### src/rtl/errrep_pkg.sv
package errrep_pkg;
    localparam int REG_W       = 16;
    localparam int CMD_W       = 4;
    // command enable positions (software-visible)
    localparam int C_INIT_EN   = 0;
    localparam int C_BERR_EN   = 1;
    localparam int C_AERR_EN   = 2;
    localparam int C_TOUT_EN   = 3;
    // status flag positions (software-visible)
    localparam int N_XB        = 2;
    localparam int N_PM        = 2;
    localparam int S_PM_LSB    = 8;
    localparam int S_XB_LSB    = S_PM_LSB + N_PM;
    localparam int S_HARD      = S_XB_LSB + N_XB;
    localparam int S_LIVE_W    = S_HARD - S_PM_LSB + 1;
    localparam logic [REG_W-1:0] S_IMPL =
        REG_W'(((1 << S_LIVE_W) - 1) << S_PM_LSB);

    typedef enum logic {
        IRQ_QUIET,
        IRQ_RAISED
    } irq_state_e;
endpackage

### src/rtl/errrep_cmd_reg.sv
module errrep_cmd_reg
    import errrep_pkg::*;
(
    input  logic             clk,
    input  logic             rst_all_n,
    input  logic             wr_en,
    input  logic [CMD_W-1:0] wdata,
    output logic [CMD_W-1:0] cmd_q
);
    always_ff @(posedge clk or negedge rst_all_n) begin
        if (!rst_all_n)
            cmd_q <= '0;
        else if (wr_en)
            cmd_q <= wdata;
    end
endmodule

### src/rtl/errrep_status_reg.sv
module errrep_status_reg
    import errrep_pkg::*;
(
    input  logic             clk,
    input  logic             por_n,
    input  logic [REG_W-1:0] set_i,
    input  logic             clr_en,
    input  logic [REG_W-1:0] clr_data,
    output logic [REG_W-1:0] st_q,
    output logic [REG_W-1:0] st_nxt
);
    logic [REG_W-1:0] clr_mask;

    always_comb begin
        clr_mask = {REG_W{clr_en}} & clr_data;
        // a new event outranks a clear on the same bit
        st_nxt   = S_IMPL & (set_i | (st_q & ~clr_mask));
    end

    always_ff @(posedge clk or negedge por_n) begin
        if (!por_n)
            st_q <= '0;
        else
            st_q <= st_nxt;
    end
endmodule

### src/rtl/errrep_sig_gen.sv
module errrep_sig_gen
    import errrep_pkg::*;
(
    input  logic             clk,
    input  logic             rst_all_n,
    input  logic [CMD_W-1:0] cmd,
    input  logic             ev_timeout,
    input  logic             ev_addr_par,
    input  logic             ev_ecc_uncorr,
    input  logic             ev_sys_proto,
    input  logic             ev_hard_fail,
    input  logic [N_XB-1:0]  ev_xb_proto,
    output logic             bus_init_q,
    output logic             addr_err_q,
    output logic             bus_err_q
);
    logic proto_any;
    logic tout_qual;
    logic init_d;
    logic aerr_d;
    logic berr_d;

    always_comb begin
        proto_any = ev_hard_fail | (|ev_xb_proto) | ev_sys_proto;
        tout_qual = cmd[C_TOUT_EN] & ev_timeout;
        init_d    = cmd[C_INIT_EN] & (proto_any | tout_qual);
        aerr_d    = cmd[C_AERR_EN] & ev_addr_par;
        berr_d    = cmd[C_BERR_EN] & ev_ecc_uncorr;
    end

    always_ff @(posedge clk or negedge rst_all_n) begin
        if (!rst_all_n) begin
            bus_init_q <= 1'b0;
            addr_err_q <= 1'b0;
            bus_err_q  <= 1'b0;
        end else begin
            bus_init_q <= init_d;
            addr_err_q <= aerr_d;
            bus_err_q  <= berr_d;
        end
    end
endmodule

### src/rtl/errrep_irq_fsm.sv
module errrep_irq_fsm
    import errrep_pkg::*;
(
    input  logic clk,
    input  logic por_n,
    input  logic pm_any_nxt,
    output logic irq_o
);
    irq_state_e state_q;
    irq_state_e state_d;

    always_comb begin
        state_d = state_q;
        unique case (state_q)
            IRQ_QUIET:  if (pm_any_nxt)  state_d = IRQ_RAISED;
            IRQ_RAISED: if (!pm_any_nxt) state_d = IRQ_QUIET;
            default:    state_d = IRQ_QUIET;
        endcase
    end

    always_ff @(posedge clk or negedge por_n) begin
        if (!por_n)
            state_q <= IRQ_QUIET;
        else
            state_q <= state_d;
    end

    always_comb begin
        irq_o = (state_q == IRQ_RAISED);
    end
endmodule

### src/rtl/errrep_top.sv
module errrep_top
    import errrep_pkg::*;
(
    input  logic             clk,
    input  logic             rst_n,
    input  logic             por_n,
    input  logic             reg_wr,
    input  logic             reg_sel,
    input  logic [REG_W-1:0] reg_wdata,
    output logic [REG_W-1:0] reg_rdata,
    input  logic             ev_timeout,
    input  logic             ev_addr_par,
    input  logic             ev_ecc_uncorr,
    input  logic             ev_sys_proto,
    input  logic             ev_hard_fail,
    input  logic [N_XB-1:0]  ev_xb_proto,
    input  logic [N_PM-1:0]  ev_pmon_irq,
    output logic             bus_init_o,
    output logic             addr_err_o,
    output logic             bus_err_o,
    output logic             irq_o
);
    logic             rst_all_n;
    logic [CMD_W-1:0] cmd_q;
    logic [REG_W-1:0] st_q;
    logic [REG_W-1:0] st_nxt;
    logic [REG_W-1:0] st_set;
    logic             pm_any_nxt;

    assign rst_all_n = rst_n & por_n;

    always_comb begin
        st_set                       = '0;
        st_set[S_HARD]               = ev_hard_fail;
        st_set[S_XB_LSB +: N_XB]     = ev_xb_proto;
        st_set[S_PM_LSB +: N_PM]     = ev_pmon_irq;
    end

    errrep_cmd_reg u_cmd (
        .clk       (clk),
        .rst_all_n (rst_all_n),
        .wr_en     (reg_wr & ~reg_sel),
        .wdata     (reg_wdata[CMD_W-1:0]),
        .cmd_q     (cmd_q)
    );

    errrep_status_reg u_sts (
        .clk      (clk),
        .por_n    (por_n),
        .set_i    (st_set),
        .clr_en   (reg_wr & reg_sel),
        .clr_data (reg_wdata),
        .st_q     (st_q),
        .st_nxt   (st_nxt)
    );

    errrep_sig_gen u_sig (
        .clk           (clk),
        .rst_all_n     (rst_all_n),
        .cmd           (cmd_q),
        .ev_timeout    (ev_timeout),
        .ev_addr_par   (ev_addr_par),
        .ev_ecc_uncorr (ev_ecc_uncorr),
        .ev_sys_proto  (ev_sys_proto),
        .ev_hard_fail  (ev_hard_fail),
        .ev_xb_proto   (ev_xb_proto),
        .bus_init_q    (bus_init_o),
        .addr_err_q    (addr_err_o),
        .bus_err_q     (bus_err_o)
    );

    assign pm_any_nxt = |st_nxt[S_PM_LSB +: N_PM];

    errrep_irq_fsm u_irq (
        .clk        (clk),
        .por_n      (por_n),
        .pm_any_nxt (pm_any_nxt),
        .irq_o      (irq_o)
    );

    always_comb begin
        if (reg_sel)
            reg_rdata = st_q;
        else
            reg_rdata = {{(REG_W-CMD_W){1'b0}}, cmd_q};
    end
endmodule

### config.mk
export PLATFORM = sky130hd
export DESIGN_NAME = errrep_top
export DESIGN_NICKNAME = d
export VERILOG_FILES = /design/src/rtl/errrep_pkg.sv /design/src/rtl/errrep_cmd_reg.sv /design/src/rtl/errrep_status_reg.sv /design/src/rtl/errrep_sig_gen.sv /design/src/rtl/errrep_irq_fsm.sv /design/src/rtl/errrep_top.sv
export SDC_FILE = /design/constraint.sdc
export NUM_CORES = 1
export LEC_CHECK = 0
export ABC_AREA = 1
export BUFFER_PORTS_ARGS = -buffer_cell sky130_fd_sc_hd__buf_2
export CAP_MARGIN = 25
export CORE_MARGIN = 2
export CORE_UTILIZATION = 40
export CTS_CLUSTER_SIZE = 12
export DETAILED_ROUTE_END_ITERATION = 10
export PLACE_DENSITY = 0.85
export SYNTH_ARGS = -nofsm -noshare
export SYNTH_HDL_FRONTEND = slang
export SYNTH_SLANG_ARGS = --single-unit
### constraint.sdc
create_clock -name clk -period 1.7 [get_ports clk]
set_input_delay 0 -clock clk [delete_from_list [all_inputs] [get_ports clk]]
set_output_delay 0 -clock clk [all_outputs]
set_load 0.005 [all_outputs]
### Word-level counts from Yosys, hierarchy flattened

Index checks and enable logic that the tools add are counted.

* word-level logic and storage cells: 25
* input bits: 30
* memories kept: 0
* memory bits (writable): 0
* bits in latches: 0
* memory bits (read-only): 0
* output and inout bits: 20
* register bits after elaboration: 13

* bitwise gates (word level): 15
* reductions and logical operators: 2
* eq/ne operators: 0
* order comparisons: 0
* $mul: 0
* multiplexer cells: 2
* add/sub/neg operators: 0
* shift operators: 0
* div/mod/pow operators: 0

Operator list (count)
* $and A13 B13 Y13: 2
* $mux W13: 1
* $not A13 Y13: 1
* $or A13 B13 Y13: 1
* $and A1 B1 Y1: 7
* $reduce_or A2 Y1: 2
* $or A1 B1 Y1: 3
* $mux W1: 1
* $not A1 Y1: 1

### Longest topological paths before layout

* word-level depth: 7
* depth in mapped cells: 4
* depth with buffers taken out: 4

### Modules after synthesis

Synthesis repeated with hierarchy kept, for this count alone.

* cells, all modules: 126
* area total of the unflattened synthesis: 869.6 µm²

Modules (own cells, without submodules)
* errrep_status_reg: cells an instance 48, times used 1, area each 369.1 µm², sequential area each 125.1 µm²
* errrep_top: cells an instance 47, times used 1, area each 210.2 µm², sequential area each 0.0 µm²
* errrep_cmd_reg: cells an instance 17, times used 1, area each 148.9 µm², sequential area each 100.1 µm²
* errrep_sig_gen: cells an instance 13, times used 1, area each 116.4 µm², sequential area each 75.1 µm²
* errrep_irq_fsm: cells an instance 1, times used 1, area each 25.0 µm², sequential area each 25.0 µm²

### Least setup slack after synthesis

Ideal clock, no wire load.

* path type: flip-flop to flip-flop
* start point: reg u_sts.st_q[9]
* end point: reg u_irq.state_q, in the netlist u_irq.irq_o
* setup time: 0.121 ns
* stages on the path, launching flop included: 3
* required time: 1.579 ns
* arrival time: 0.558 ns
* setup slack: 1.021 ns
* period minus slack after synthesis: 0.679 ns
* path buffers: 0
* cells stage by stage: dfrtp_1 -> a21oi_2 -> nand2_1

* cells in the longest elaborated chain, start to end: 4

RTL lines
* start, declared: RTL line errrep_status_reg.sv:9 `output logic [REG_W-1:0] st_q,`
* start signal, assigned: RTL line errrep_status_reg.sv:24 `st_q <= st_nxt;`
* $and A13 B13 Y13: RTL line errrep_status_reg.sv:17 `st_nxt = S_IMPL & (set_i | (st_q & ~clr_mask));`
* $or A13 B13 Y13: RTL line errrep_status_reg.sv:17
* $reduce_or A2 Y1: RTL line errrep_top.sv:72 `assign pm_any_nxt = |st_nxt[S_PM_LSB +: N_PM];`
* named net pm_any_nxt: RTL line errrep_top.sv:28 `logic pm_any_nxt;`
* $mux W1: RTL line errrep_irq_fsm.sv:15, errrep_irq_fsm.sv:16
* end signal, assigned: RTL line errrep_irq_fsm.sv:25 `state_q <= state_d;`
* end, declared: RTL line errrep_irq_fsm.sv:9 `irq_state_e state_q;`

The timed path passes the listed nets, and every way through them passes these cells.
A chain may end at the register's enable or synchronous reset.

### Worst setup path after layout

* start point: reg u_cmd.cmd_q[3]
* end point: out reg_rdata[3]

* cells in the longest elaborated chain, start to end: 1

RTL lines
* start, declared: RTL line errrep_cmd_reg.sv:8 `output logic [CMD_W-1:0] cmd_q`
* start signal, assigned: RTL line errrep_cmd_reg.sv:14 `cmd_q <= wdata;`
* $mux W13: RTL line errrep_top.sv:82 `if (reg_sel)`
* end, declared: RTL line errrep_top.sv:10 `output logic [REG_W-1:0] reg_rdata,`

No other way between the ends.

==> implementation parameters <==
Parameter                              Value

STA
  Final-report setup violation count ... 0
  Fmax ... between 1000 and 1500 MHz
  Setup ws final ... between 800 and 900 ps
  Total negative slack ... 0 ps
  Final count of hold timing violations ... 0
  Period utilization ... 52.8%
  Minimum hold slack ... 11.6 ps
  Worst clock skew ... between 0.4 and 0.5 ps
  Count of pins over their slew limit ... 0
  Min Clock Period, post-route ... roughly 900 ps
  RSZ-0062 raised after global routing ... false

Floorplan
  Initial standard-cell utilization of the core ... 42.5%
  Die H ... 43.8 microns
  Number of top-level pins ... 50
  Core footprint ... around 0.0015 sq mm
  Overall die width ... 43.8 microns
  Floorplan die area ... between 0.0015 and 0.002 sq mm
  Number of rows created at floorplan ... 14

Setup path
  Cell Chain, Critical Path ... inv_1, nor2_1, buf_2
  Critical R2R Launch ... u_sts.st_q[8]
  Element type at the critical path end ... output pin
  Crit-path max FO ... 2
  Slowest stage delay, CP ... 400 ps
  R2R depth ... 2
  Type of the setup path with the least slack ... reg2out
  Register-to-Register Setup Slack ... between 900 and 1000 ps
  Startpoint types ... register
  Critical Path RT ... 1700 ps
  Reg2Reg Capture Point ... u_irq.irq_o
  Crit-path slowest cell ... sky130_fd_sc_hd__dfrtp_1
  Arrival time of the worst setup path ... 900 ps

Drt
  WL final ... 1.42 mm
  DRC viols ... 0
  Vias per cell ... 4.30
  Antenna violation net count after detailed routing ... 0
  Count of TritonRoute iterations in the first routing pass ... 5
  Total number of vias ... 602
  DR iter-0 viols ... 7
  Average wire per cell in the routed design ... roughly 10 microns

Clocking
  Worst-skew pair later-pin latency ... 260 ps
  Gates resized, CTS repair ... 0
  Clk sinks ... 13
  Post-cts hold buffer count ... 12
  Post CTS Setup Buffer Count ... 0
  Number of buffers inserted during clock tree synthesis ... 3
  CTS clk-pin slew, worst paths ... approximately 80 ps
  Root Driver ... sky130_fd_sc_hd__clkbuf_4
  CTS tree ... done
  H-tree depth ... 1
  Clock tree buffer depth ... 2

Hold path
  Worst Hold Path Cells ... 3
  Capture endpoint of the worst hold path ... u_cmd.cmd_q[3]
  Worst hold-check path type ... in2reg
  Start point of the worst hold path ... reg_wdata[3]

Power and ir drop
  Leak pwr ... 0.544 nW
  Relative contribution of sequential cells to total power ... between 50 and 60%
  Total Power Consumption ... 0.673 mW
  Switching part of the total power ... 25.9%
  Relative contribution of the clock network to total power ... roughly 28%
  VDD IR max ... approximately 360 uV
  Switch Pwr ... approximately 0.17 mW
  Power density normalized to cell area ... 721 mW/mm^2
  Internal power ... 0.499 mW
  Combinational Power Share ... roughly a fifth

Synth
  Synthesized flop and latch total ... 13
  Count of distinct cell types in the synthesized netlist ... 12
  Number of instances in the synthesized netlist ... 75
  Cell type with the largest total area after synthesis ... sky130_fd_sc_hd__dfrtp_1
  Mapped Avg Cell Area ... 8.44 sq um
  Sequential element share of the synthesized area ... slightly above 50%
  YS warnings ... 0
  Biggest area contributors in the synthesized netlist ... sky130_fd_sc_hd__dfrtp_1 51%, sky130_fd_sc_hd__inv_1 9.5%, sky130_fd_sc_hd__buf_4 8.3%, sky130_fd_sc_hd__nand2_1 6.5%, sky130_fd_sc_hd__nor2_1 5.9%
  Synth top area share ... 51.4%
  Area of the mapped netlist ... 633 sq um

Placement
  Worst-case setup slack after placement ... 956 ps
  PortBufs ... 35
  Area after DPL ... between 700 and 800 sq um
  Final weighted congestion in routability-driven placement ... around 0.65
  Estimated wirelength of the detail-placed design ... 1.05 mm

Finish
  Final layout net count ... 155
  Area of all sequential standard cells ... 325 sq um
  Commonest cells after routing, fill and taps aside ... 35 x sky130_fd_sc_hd__buf_2, 16 x sky130_fd_sc_hd__inv_1, 13 x sky130_fd_sc_hd__dfrtp_1
  Layout cells sized above 1 ... 33.1%
  Area added between synthesis and finish ... 47.4%
  Post-route design area ... ~930 sq um
  Number of filler instances in the final layout ... 146
  Most common library cell in the layout ignoring fill and taps ... sky130_fd_sc_hd__buf_2
  Footprint of the multi-input gates ... between 200 and 250 sq um
  Number of inserted diodes ... 0

Global routing
  Pin count of the biggest net entering global routing ... 16
  Global-route usage over all layers ... 16.3%
  Via count of the first global-routing pass ... 521
  Gr ovfl total ... 0
  Wire length of the first global-routing pass ... 2.20 mm
  Initial antenna violation count ... 0

Run status
  Result of the run ... complete, no violations

Job
  Max_cap viols ... 0
[flip-flops by register name, summed over array words and instances (netlist names)]
signal            count
u_sig.bus_init_q      1
u_sig.addr_err_q      1
u_cmd.cmd_q           4
u_irq.irq_o           1
u_sts.st_q            5
u_sig.bus_err_q       1
[final cells by class]
cell class	count	share of cell area, %
flip-flops and latches	13	34.9
inverters	16	6.43
multi-input cells	44	22.1
well taps	16	2.14
repair buffers	47	31.6
clock buffers	4	2.82
[critical path: cells and delay by family, from the launching register on]
family,cells,cell delay [ps]
DFF,1,400
buffers and inverters,2,200
and+or+nand+nor,1,40
[per-stage QoR]
step | cells | util, %
2_1_floorplan | 81 | -
3_3_place_gp | 124 | 52.9
3_5_place_dp | 124 | 52.9
4_1_cts | 140 | 62.7
5_1_grt | 140 | 62.7
6_report | 140 | 62.7
[cell usage after synthesis, drive strengths merged]
cell,count
nor2,10
a21oi,6
conb,1
nand3,6
a21o,3
inv,16
buf,8
nand2,12
dfrtp,13
[power by group through the flow]
stage | Clock [mW] | Combinational [mW] | Sequential [mW]
finish | 0.185 | 0.141 | 0.347
floorplan | 0 | 0.0694 | 0.352
global placement | 0 | 0.117 | 0.351
CTS | 0.196 | 0.142 | 0.347
detailed placement | 0 | 0.120 | 0.353
global route | 0.213 | 0.158 | 0.350
[per-layer routing]
layer | wire [microns] | GRT usage [%]
met5 | 0 | 0
met3 | 65 | 1.25
met1 | 594 | 18.5
met4 | 40 | 11.5
met2 | 719 | 28.5
[how the worst max path moves through the flow]
stage / start / to / slack [ps] / cells past startpoint
2_1_floorplan: u_sts.st_q[9] / u_irq.irq_o / 1020 / 2
3_3_place_gp: u_sts.st_q[8] / u_irq.irq_o / 1000 / 2
3_5_place_dp: reg_sel / u_cmd.cmd_q[3] / 960 / 5
4_1_cts: u_cmd.cmd_q[3] / reg_rdata[3] / 790 / 3
5_1_grt: u_sts.st_q[9] / reg_rdata[9] / 730 / 3
6_report: u_cmd.cmd_q[3] / reg_rdata[3] / 800 / 3
[kinds of logic after synthesis]
kind of cell | share of synthesized area [%]
buffers and inverters | 19.6
other | 0.592
and+or+nand+nor | 19.0
DFF | 51.4
AOI/OAI and AO/OA | 9.49
No activity file was read; power rests on OpenSTA's default activity.
